## src/rtl/wdog_pkg.sv

```systemverilog
package wdog_pkg;
  localparam int REG_W = 32;

  // byte offsets of the mapped registers
  localparam int OFS_COUNT  = 'h00;
  localparam int OFS_RELOAD = 'h04;
  localparam int OFS_KICK   = 'h08;
  localparam int OFS_CTRL   = 'h0C;
  localparam int OFS_SWRST  = 'h24;

  localparam logic [15:0]      KICK_KEY  = 16'h4755;
  localparam logic [REG_W-1:0] SWRST_KEY = 32'hAEEDF123;
  localparam logic [REG_W-1:0] CNT_INIT  = 32'h014FB180;
  localparam logic [REG_W-1:0] CTRL_INIT = 32'h00000010;

  localparam int CB_EN   = 0;
  localparam int CB_SLOW = 4;
  localparam int CB_MODE = 5;  // two-bit field at 6:5

  // control writes lose bits 11:8
  function automatic logic [REG_W-1:0] ctrl_clean(input logic [REG_W-1:0] d);
    return d & ~(REG_W'(32'h0000_0F00));
  endfunction

  function automatic logic kick_ok(input logic [REG_W-1:0] d);
    return d[15:0] == KICK_KEY;
  endfunction

  function automatic logic swrst_ok(input logic [REG_W-1:0] d, input logic [1:0] mode);
    return (d == SWRST_KEY) && (mode == 2'd0);
  endfunction

  function automatic logic [REG_W-1:0] count_step(input logic [REG_W-1:0] c);
    return c - REG_W'(1);
  endfunction
endpackage

```

## src/rtl/wdog_tick.sv

```systemverilog
module wdog_tick #(
  parameter int DIV = 24
) (
  input  logic clk,
  input  logic rst_n,
  output logic tick_o
);
  generate
    if (DIV <= 1) begin : g_pass
      assign tick_o = 1'b1;
    end else begin : g_div
      localparam int CW = $clog2(DIV);
      localparam logic [CW-1:0] LAST = CW'(DIV - 1);
      logic [CW-1:0] pre_q;
      always_ff @(posedge clk or negedge rst_n) begin
        if (!rst_n)             pre_q <= '0;
        else if (pre_q == LAST) pre_q <= '0;
        else                    pre_q <= pre_q + 1'b1;
      end
      assign tick_o = (pre_q == LAST);
    end
  endgenerate
endmodule

```

## src/rtl/wdog_regs.sv

```systemverilog
module wdog_regs
  import wdog_pkg::*;
#(
  parameter int AW = 8
) (
  input  logic             clk,
  input  logic             rst_n,
  input  logic             bus_en,
  input  logic             bus_we,
  input  logic [AW-1:0]    bus_addr,
  input  logic [REG_W-1:0] bus_wdata,
  output logic [REG_W-1:0] bus_rdata,
  input  logic [REG_W-1:0] count_i,
  input  logic             veto_clr_i,
  output logic [REG_W-1:0] reload_o,
  output logic [REG_W-1:0] ctrl_o,
  output logic             restart_o,
  output logic             en_rise_o,
  output logic             en_fall_o,
  output logic             sw_hit_o
);
  logic             wr, rd;
  logic             hit_reload, hit_kick, hit_ctrl, hit_swrst;
  logic [REG_W-1:0] reload_q, ctrl_q;

  assign wr = bus_en && bus_we;
  assign rd = bus_en && !bus_we;

  assign hit_reload = wr && (bus_addr == AW'(OFS_RELOAD));
  assign hit_kick   = wr && (bus_addr == AW'(OFS_KICK));
  assign hit_ctrl   = wr && (bus_addr == AW'(OFS_CTRL));
  assign hit_swrst  = wr && (bus_addr == AW'(OFS_SWRST));

  assign restart_o = hit_kick && kick_ok(bus_wdata);
  assign en_rise_o = hit_ctrl && bus_wdata[CB_EN] && !ctrl_q[CB_EN];
  assign en_fall_o = hit_ctrl && !bus_wdata[CB_EN] && ctrl_q[CB_EN];
  assign sw_hit_o  = hit_swrst && swrst_ok(bus_wdata, ctrl_q[CB_MODE+1:CB_MODE]);

  always_ff @(posedge clk or negedge rst_n) begin
    if (!rst_n) begin
      reload_q <= CNT_INIT;
      ctrl_q   <= CTRL_INIT;
    end else begin
      if (hit_reload) reload_q <= bus_wdata;
      // a bus write in the same cycle overrides the veto clear
      if (hit_ctrl)        ctrl_q <= ctrl_clean(bus_wdata);
      else if (veto_clr_i) ctrl_q <= '0;
    end
  end

  always_comb begin
    bus_rdata = '0;
    if (rd) begin
      case (bus_addr)
        AW'(OFS_COUNT):  bus_rdata = count_i;
        AW'(OFS_RELOAD): bus_rdata = reload_q;
        AW'(OFS_CTRL):   bus_rdata = ctrl_q;
        default:         bus_rdata = '0;
      endcase
    end
  end

  assign reload_o = reload_q;
  assign ctrl_o   = ctrl_q;
endmodule

```

## src/rtl/wdog_core.sv

```systemverilog
module wdog_core
  import wdog_pkg::*;
(
  input  logic             clk,
  input  logic             rst_n,
  input  logic             tick_i,
  input  logic             restart_i,
  input  logic             en_rise_i,
  input  logic             en_fall_i,
  input  logic             enabled_i,
  input  logic [REG_W-1:0] reload_i,
  input  logic             veto_i,
  input  logic             sw_hit_i,
  output logic [REG_W-1:0] count_o,
  output logic             armed_o,
  output logic             expire_o,
  output logic             veto_clr_o,
  output logic             rst_req_o
);
  logic [REG_W-1:0] count_q;
  logic             armed_q, req_q;

  assign expire_o   = armed_q && (count_q == '0);
  assign veto_clr_o = expire_o && veto_i;

  always_ff @(posedge clk or negedge rst_n) begin
    if (!rst_n) begin
      count_q <= CNT_INIT;
      armed_q <= 1'b0;
      req_q   <= 1'b0;
    end else begin
      req_q <= (expire_o && !veto_i) || sw_hit_i;

      if (restart_i || en_rise_i)
        count_q <= reload_i;
      else if (armed_q && tick_i && (count_q != '0))
        count_q <= count_step(count_q);

      if (en_fall_i)      armed_q <= 1'b0;
      else if (en_rise_i) armed_q <= 1'b1;
      else if (restart_i) armed_q <= enabled_i;
      else if (expire_o)  armed_q <= 1'b0;
    end
  end

  assign count_o   = count_q;
  assign armed_o   = armed_q;
  assign rst_req_o = req_q;
endmodule

```

## src/rtl/wdog_ctl.sv

```systemverilog
module wdog_ctl
  import wdog_pkg::*;
#(
  parameter int AW        = 8,
  parameter int PRESC_DIV = 24
) (
  input  logic          clk,
  input  logic          rst_n,
  input  logic          bus_en,
  input  logic          bus_we,
  input  logic [AW-1:0] bus_addr,
  input  logic [31:0]   bus_wdata,
  output logic [31:0]   bus_rdata,
  input  logic          mem_rst_hold,
  output logic          rst_req
);
  logic             slow_tick, tick;
  logic             restart_evt, en_rise, en_fall, sw_hit;
  logic             expire_evt, veto_clr, armed;
  logic [REG_W-1:0] count_q, reload_q, ctrl_q;

  wdog_tick #(.DIV(PRESC_DIV)) u_tick (
    .clk    (clk),
    .rst_n  (rst_n),
    .tick_o (slow_tick)
  );

  assign tick = ctrl_q[CB_SLOW] ? slow_tick : 1'b1;

  wdog_regs #(.AW(AW)) u_regs (
    .clk        (clk),
    .rst_n      (rst_n),
    .bus_en     (bus_en),
    .bus_we     (bus_we),
    .bus_addr   (bus_addr),
    .bus_wdata  (bus_wdata),
    .bus_rdata  (bus_rdata),
    .count_i    (count_q),
    .veto_clr_i (veto_clr),
    .reload_o   (reload_q),
    .ctrl_o     (ctrl_q),
    .restart_o  (restart_evt),
    .en_rise_o  (en_rise),
    .en_fall_o  (en_fall),
    .sw_hit_o   (sw_hit)
  );

  wdog_core u_core (
    .clk        (clk),
    .rst_n      (rst_n),
    .tick_i     (tick),
    .restart_i  (restart_evt),
    .en_rise_i  (en_rise),
    .en_fall_i  (en_fall),
    .enabled_i  (ctrl_q[CB_EN]),
    .reload_i   (reload_q),
    .veto_i     (mem_rst_hold),
    .sw_hit_i   (sw_hit),
    .count_o    (count_q),
    .armed_o    (armed),
    .expire_o   (expire_evt),
    .veto_clr_o (veto_clr),
    .rst_req_o  (rst_req)
  );
endmodule

```

## config.mk

```make
export PLATFORM = sky130hd
export DESIGN_NAME = wdog_ctl
export DESIGN_NICKNAME = d
export VERILOG_FILES = /design/src/rtl/wdog_pkg.sv /design/src/rtl/wdog_tick.sv /design/src/rtl/wdog_regs.sv /design/src/rtl/wdog_core.sv /design/src/rtl/wdog_ctl.sv
export SDC_FILE = /design/constraint.sdc
export NUM_CORES = 1
export LEC_CHECK = 0
export BUFFER_PORTS_ARGS = -buffer_cell sky130_fd_sc_hd__buf_2
export CELL_PAD_IN_SITES_DETAIL_PLACEMENT = 1
export CELL_PAD_IN_SITES_GLOBAL_PLACEMENT = 1
export CORE_MARGIN = 2
export CORE_UTILIZATION = 37
export CTS_CLUSTER_SIZE = 30
export DETAILED_ROUTE_END_ITERATION = 16
export PLACE_DENSITY = 0.8
export SETUP_SLACK_MARGIN = 0.05
export SYNTH_ARGS = -nofsm -noshare
export SYNTH_HDL_FRONTEND = slang
export SYNTH_SLANG_ARGS = --single-unit
```

## constraint.sdc

```tcl
create_clock -name clk -period 2.41 [get_ports clk]
set_clock_uncertainty 0.2 [all_clocks]
set_input_delay 0.482 -clock clk [delete_from_list [all_inputs] [get_ports clk]]
set_output_delay 0.482 -clock clk [all_outputs]
set_load 0.1 [all_outputs]
```

==> metrics.txt, run 1 <==
run status finished with violations; Final Cycle Share 1.26; leakage power 0.00369 uW; Site Rows 44; IO Pins 78; HPWL after DPL 16.3 mm; Worst-Skew Late Latency 0.38 ns; die area between 15,000 and 20,000 sq um; vias in the first global route 7,109; clk sink count 99; Syn Area/Cell 10.6 sq um; Mapped Nets 568; # H-tree levels 3; violated checks setup timing; Worst-Margin Slew 0.850 ns; Synth Cell Area 5510 sq um; max-cap violations 0; hold_ws 0.204 ns; CTS Buf Count 9; largest net degree at the start of global routing about 40; number of flops mapped to enable cells by yosys 0; post-synthesis sequential area ratio 0.455; Synth top area share 0.345; Pins Over Slew Limit 0; Fmax 329 MHz; via/cell ratio 7.85; die width approximately 130 microns; P&R area growth vs syn 67.9%; fin crit period 3.04 ns; Synth Area in XOR/XNOR 0.00636; # setup viols final 126; post-synthesis simple-gate area fraction 0.217; largest family of logic cells by synthesized area simple AND/OR/NAND/NOR gates; worst path arrival time 3.00 ns; global-route wire length before repair roughly 48 mm; RSZ-0062 raised after global routing yes; routed len/inst 41.4 microns; DP Area around 7700 sq um; RD Place Congestion 0.952; predominant post-synthesis flop cell dfrtp_1; Max Fanout on Critical Path 6; layout cell share with drive strength beyond 1 0.608; Synth Warn # 0; GRT Residual Overflow 0; Tot Pwr between 5000 and 6000 uW; Final ANT Viol Nets 0; Slew headroom 0.433; Synth Area in Adders 0.00454; CP Data Required Time roughly 2.4 ns; VDD IR max roughly 0.00056 V; DR iter-0 viols 1,225; design area 9260 sq um; Seq cells post-synth 99; initial antenna violation count 3; Hold Vio Cnt, Final 0; ys async rst share 1.00; Cells after Synth about 520; DRC viols 0; Crit Path Class reg2reg; Total GRT Usage 0.407; Vias roughly 7,000; Routed WL 37.8 mm; Compound-Gate Fraction of Synth Area 0.201; Area contributors post-synth dfrtp_1 (35%), dfstp_2 (11%), mux2_2 (7.2%); CTS tree yes; CP Capture Type flip-flop; Power Density 575 nW/um^2; Initial DRT Pass Iterations 7; input/output buffers slightly below 80; root buf cell clkbuf_16; nature of the critical path startpoint flip-flop; setup ws final -0.627 ns; Initial Util 0.379; Die Height about 130 microns; largest area contributor in the netlist dfrtp_1; clk buf depth 2; placed insts 852; Reg clk slew, reported paths 0.08 ns; Non-Filler Instances 914; hold crit path type in2reg; Core ar. 14,500 sq um; # nets final 771; proportion of synthesized area in mux cells 0.0770; Synth cell types 60
==> layout by cell type (no fill, tap or decap), types with 26 or more instances in the layout <==
cell type	netlist	routed
buf_2	9	40
dfrtp_1	76	73
a22o_1	27	26
a222oi_1	27	27
buf_4	1	102
mux2_2	35	31
buf_6	4	32
buf_12	0	47
nor2_4	0	33
==> critical path, stage by stage, from the launching register on <==
cell,delay (ns)
dfrtp_2,0.51
nor4_4,0.37
buf_4,0.20
nand4_1,0.25
buf_12,0.25
o31ai_4,0.29
buf_6,0.18
buf_6,0.16
or4_1,0.16
nand3_1,0.25
==> synth_stat cells (all sizes together), types with 2 or more instances <==
library cell,instances
a211oi,2
a21o,3
a21oi,14
a222oi,27
a22o,27
a22oi,5
a31oi,9
and2,3
and3,3
and4,2
and4b,2
buf,18
clkbuf,22
dfrtp,76
dfstp,23
ha,2
inv,6
mux2,35
mux2i,3
nand2,24
nand2b,4
nand3,26
nand4,5
nand4b,8
nor2,40
nor3,11
nor4,13
o2111ai,2
o211ai,14
o21a,2
o21ai,6
o311ai,7
o31ai,7
o41ai,2
or2,6
or3,17
or4,24
or4b,4
or4bb,5
xnor2,3
==> power breakdown <==
part	leakage (uW)	internal, uW	total, uW	switching [uW]
Combinational	0.00232	688	1620	928
Clock	0.000156	920	1690	767
Sequential	0.00121	1800	2020	217
Total	0.00369	3410	5320	1910
==> stage by stage <==
step | setup WS (ns) | util | TNS [ns]
after CTS | -0.408 | 0.604 | -22.55
after global routing | -0.612 | 0.637 | -40.60
final | -0.627 | 0.637 | -39.07
after floorplan | -0.516 | - | -22.14
after detailed placement | -0.451 | 0.531 | -43.74
after global placement | -0.400 | 0.531 | -37.73
==> area by class of cell <==
class | instances | area [sq um]
Antenna cell | 1 | 2.50
Clock buffer | 9 | 225
Clock inverter | 7 | 98.8
Fill cell | 1396 | 5280
Inverter | 6 | 22.5
Multi-Input combinational cell | 377 | 3690
Sequential cell | 99 | 2510
Tap cell | 184 | 230
Timing Repair Buffer | 231 | 2480
==> registers in the layout, indices dropped and copies added, names as in the netlist <==
signal,count
u_regs.ctrl_o,28
u_regs.reload_o,32
u_core.count_o,32
u_core.rst_req_o,1
u_tick.g_div.pre_q,5
u_core.armed_o,1
==> what timing repair did <==
action / 4_1_cts / 5_1_grt
setup buffers: 24 / 16
endpoints found under the setup margin: 126 / 126
hold buffers: 1 / 0
hold endpoints to repair: 23 / 0
gates cloned: 6 / 4
gates resized for setup: 102 / 60
pin swaps: 76 / 49
==> worst paths after layout <==
kind | end | slack [ns] | cells past startpoint | from
setup / recovery | u_core.count_o[3] | -0.63 | 9 | u_core.count_o[4]
hold / removal | u_regs.ctrl_o[20] | 0.20 | 2 | bus_wdata[20]
setup reg to reg | u_core.count_o[3] | -0.63 | 9 | u_core.count_o[4]
hold reg to reg | u_regs.ctrl_o[17] | 0.32 | 1 | u_regs.ctrl_o[17]
max in group asynchronous | u_core.count_o[7] | 0.82 | 3 | rst_n
min in group asynchronous | u_regs.ctrl_o[3] | 0.46 | 2 | rst_n
==> layer usage <==
layer / vias up / routed length (microns) / global-route usage
met2: 830 / 16000 / 0.639
li1: 2505 / - / -
met3: 360 / 4910 / 0.113
met1: 3484 / 13000 / 0.476
met5: - / 0 / 0
met4: 0 / 3960 / 0.299
==> cells by family after synthesis <==
| group | after synthesis |
|---|---|
| muxes | 38 |
| buffers and inverters | 46 |
| and+or+nand+nor | 202 |
| DFF | 99 |
| xor gates and xnor gates | 4 |
| AOI/OAI and AO/OA | 130 |
| adders and majority gates | 2 |
No activity file was read; power rests on OpenSTA's default activity.
==> inputs of run 2 (changes only) <==
--- a/config.mk
+++ b/config.mk
@@ -6,6 +6,7 @@
 export NUM_CORES = 1
 export LEC_CHECK = 0
 export BUFFER_PORTS_ARGS = -buffer_cell sky130_fd_sc_hd__buf_2
+export CAP_MARGIN = 0
 export CELL_PAD_IN_SITES_DETAIL_PLACEMENT = 1
 export CELL_PAD_IN_SITES_GLOBAL_PLACEMENT = 1
 export CORE_MARGIN = 2
@@ -16,4 +17,5 @@
 export SETUP_SLACK_MARGIN = 0.05
 export SYNTH_ARGS = -nofsm -noshare
 export SYNTH_HDL_FRONTEND = slang
+export SYNTH_HIERARCHICAL = 1
 export SYNTH_SLANG_ARGS = --single-unit
==> constraint.sdc (replaced) <==
create_clock -name clk -period 2.41 [get_ports clk]
set_clock_uncertainty 0.2 [all_clocks]
set_input_delay 0.1205 -clock clk [delete_from_list [all_inputs] [get_ports clk]]
set_output_delay 0.1205 -clock clk [all_outputs]
set_load 0.1 [all_outputs]
==> run 2 against run 1 <==
Effect of this change: the run still ends with setup timing left; final area fell by 0.28%; die area rose by 8.8%; utilization fell by 5.6 points; largest power group unchanged.
==> metrics.txt, run 2 <==
run status finished with violations; violated checks setup timing; Post-Route Setup TNS -9.96 ns (+29.12 ns); Power Density 435 nW/um^2 (-24%); fin util 0.581 (-0.0558); Met1 Routed Length 11.4 mm (-12%); # H-tree levels 3 (unchanged); IO Pins 78 (unchanged); Crit Path Class reg2reg; initial antenna violation count 0 (-3); Synth Warn # 6 (+6); Vias 6,688 (-6.8%); DP Area 7950 sq um (+3.1%); die area 17,300 sq um (+8.8%); HPWL after DPL 16.2 mm (-0.70%); Total GRT Usage 0.320 (-0.0874); # nets final 833 (+8.0%); RD Place Congestion 0.933 (-2.0%); worst path arrival time 2.77 ns (-0.23 ns); GRT Residual Overflow 0 (unchanged); Syn Area/Cell 10.0 sq um (-5.1%); input/output buffers 77 (unchanged); Initial Util 0.378 (-0.000753); CP Capture Type flip-flop; worst reg2reg path depth 6 (-3); Slew headroom 0.532 (+0.0989); design area 9230 sq um (-0.28%); hold crit path type in2async; clk buf depth 2 (unchanged); # setup viols final 54 (-57%); placed insts 936 (+9.9%); global-route wire length before repair 42.6 mm (-11%); CTS Buf Count 9 (unchanged); Hold Vio Cnt, Final 0 (unchanged); Final Cycle Share 1.12 (-0.142); P&R area growth vs syn 53.5%; Mapped Nets 646 (+14%); Cells after Synth 599 (+15%); CTS tree yes; clk sink count 99 (unchanged); DRC viols 0 (unchanged); most frequent cells in the layout buf_4 (84), dfrtp_1 (76), nand3_1 (65); Reg clk slew, reported paths 0.07 ns (about the same); via/cell ratio 6.63 (-16%); top sig layer met4; most common cell after layout, fill and taps aside buf_4; Final ANT Viol Nets 0 (unchanged); largest net degree at the start of global routing 55 (+34%); routed len/inst 31.7 microns (-23%); met3 wire len 2.73 mm (-44%); leakage power 0.00374 uW (+1.4%); Initial DRT Pass Iterations 6 (-1); Synth Cell Area 6010 sq um (+9.1%); die width 131 microns (+4.3%); root buf cell clkbuf_16; Site Rows 46 (+4.5%); vias in the first global route 7,052 (-0.80%); setup ws final -0.284 ns (+0.342 ns); Fmax 371 MHz (+13%); nature of the critical path startpoint flip-flop; metal2 WL 15.1 mm (-5.6%); Routed WL 32.0 mm (-16%); DR iter-0 viols 885 (-28%); Worst-Margin Slew 0.702 ns (-0.148 ns); Core ar. 15,900 sq um (+9.3%); RSZ-0062 raised after global routing yes; Die Height 131 microns (+4.3%); layout cell share with drive strength beyond 1 0.498 (-0.110); VDD IR max 0.000575 V (+3.6%); max-cap violations 0 (unchanged); CP Data Required Time 2.49 ns (+0.11 ns); Pins Over Slew Limit 0 (unchanged); Max Fanout on Critical Path 7 (+1); Non-Filler Instances 1,008 (+10%); Worst-Skew Late Latency 0.37 ns (about the same); fin crit period 2.69 ns (-0.342 ns)
[run 2: final timing paths]
kind                                      end                start  slack (ns)
setup / recovery           u_core/count_o[27]    u_core/count_o[6]       -0.28
hold / removal             u_regs/reload_o[3]                rst_n        0.11
setup reg to reg           u_core/count_o[27]    u_core/count_o[6]       -0.28
hold reg to reg            u_core/count_o[12]  u_regs/reload_o[12]        0.34
max in group asynchronous   u_core/count_o[7]                rst_n        1.12
min in group clk             u_core/rst_req_o          bus_addr[4]        0.14
[run 2: cell type report]
class                      instances  area (sq um)
fill                            1681          6660
multi-input combinational        452          4010
tap                              216           270
clock inverter                     4          56.3
sequential                        99          2510
timing repair buffer             215          2090
inverter                           9          36.3
antenna                            1          2.50
clock buffer                      12           267
[run 2: where the power goes]
part / switching (uW) / total [uW] / internal [uW]
logic: 326 / 567 / 241
registers: 68.5 / 1800 / 1730
clock network: 751 / 1650 / 900
total: 1150 / 4010 / 2870
[run 2: layer usage]
| metal | up-vias | GRT usage |
|---|---|---|
| li1 | 2589 | - |
| met2 | 564 | 0.538 |
| met4 | 0 | 0.190 |
| met5 | - | 0 |
| met3 | 227 | 0.0571 |
| met1 | 3308 | 0.382 |
[run 2: what timing repair did]
item,4_1_cts,5_1_grt
pin swaps,9,32
endpoints found under the hold margin,107,0
setup endpoints to repair,56,62
gates cloned,1,1
setup buffers,7,12
hold buffers,34,0
gates resized for setup,23,77
[run 2: per-stage QoR]
step	hold slack [ns]	setup WS [ns]	total power [uW]
finish	0.106	-0.284	4010
global route	0.161	-0.355	4090
CTS	0.123	-0.0815	3850
detailed placement	-0.0349	-0.138	2220
global placement	-0.0435	-0.0484	2190
floorplan	-0.375	-0.202	1980
[run 2: critical path, stage by stage (launching register included)]
cell     delay (ns)
dfrtp_1        0.46
nor4_2         0.31
buf_4          0.19
and4_1         0.43
nand3_2        0.30
or4_4          0.50
a31oi_1        0.22
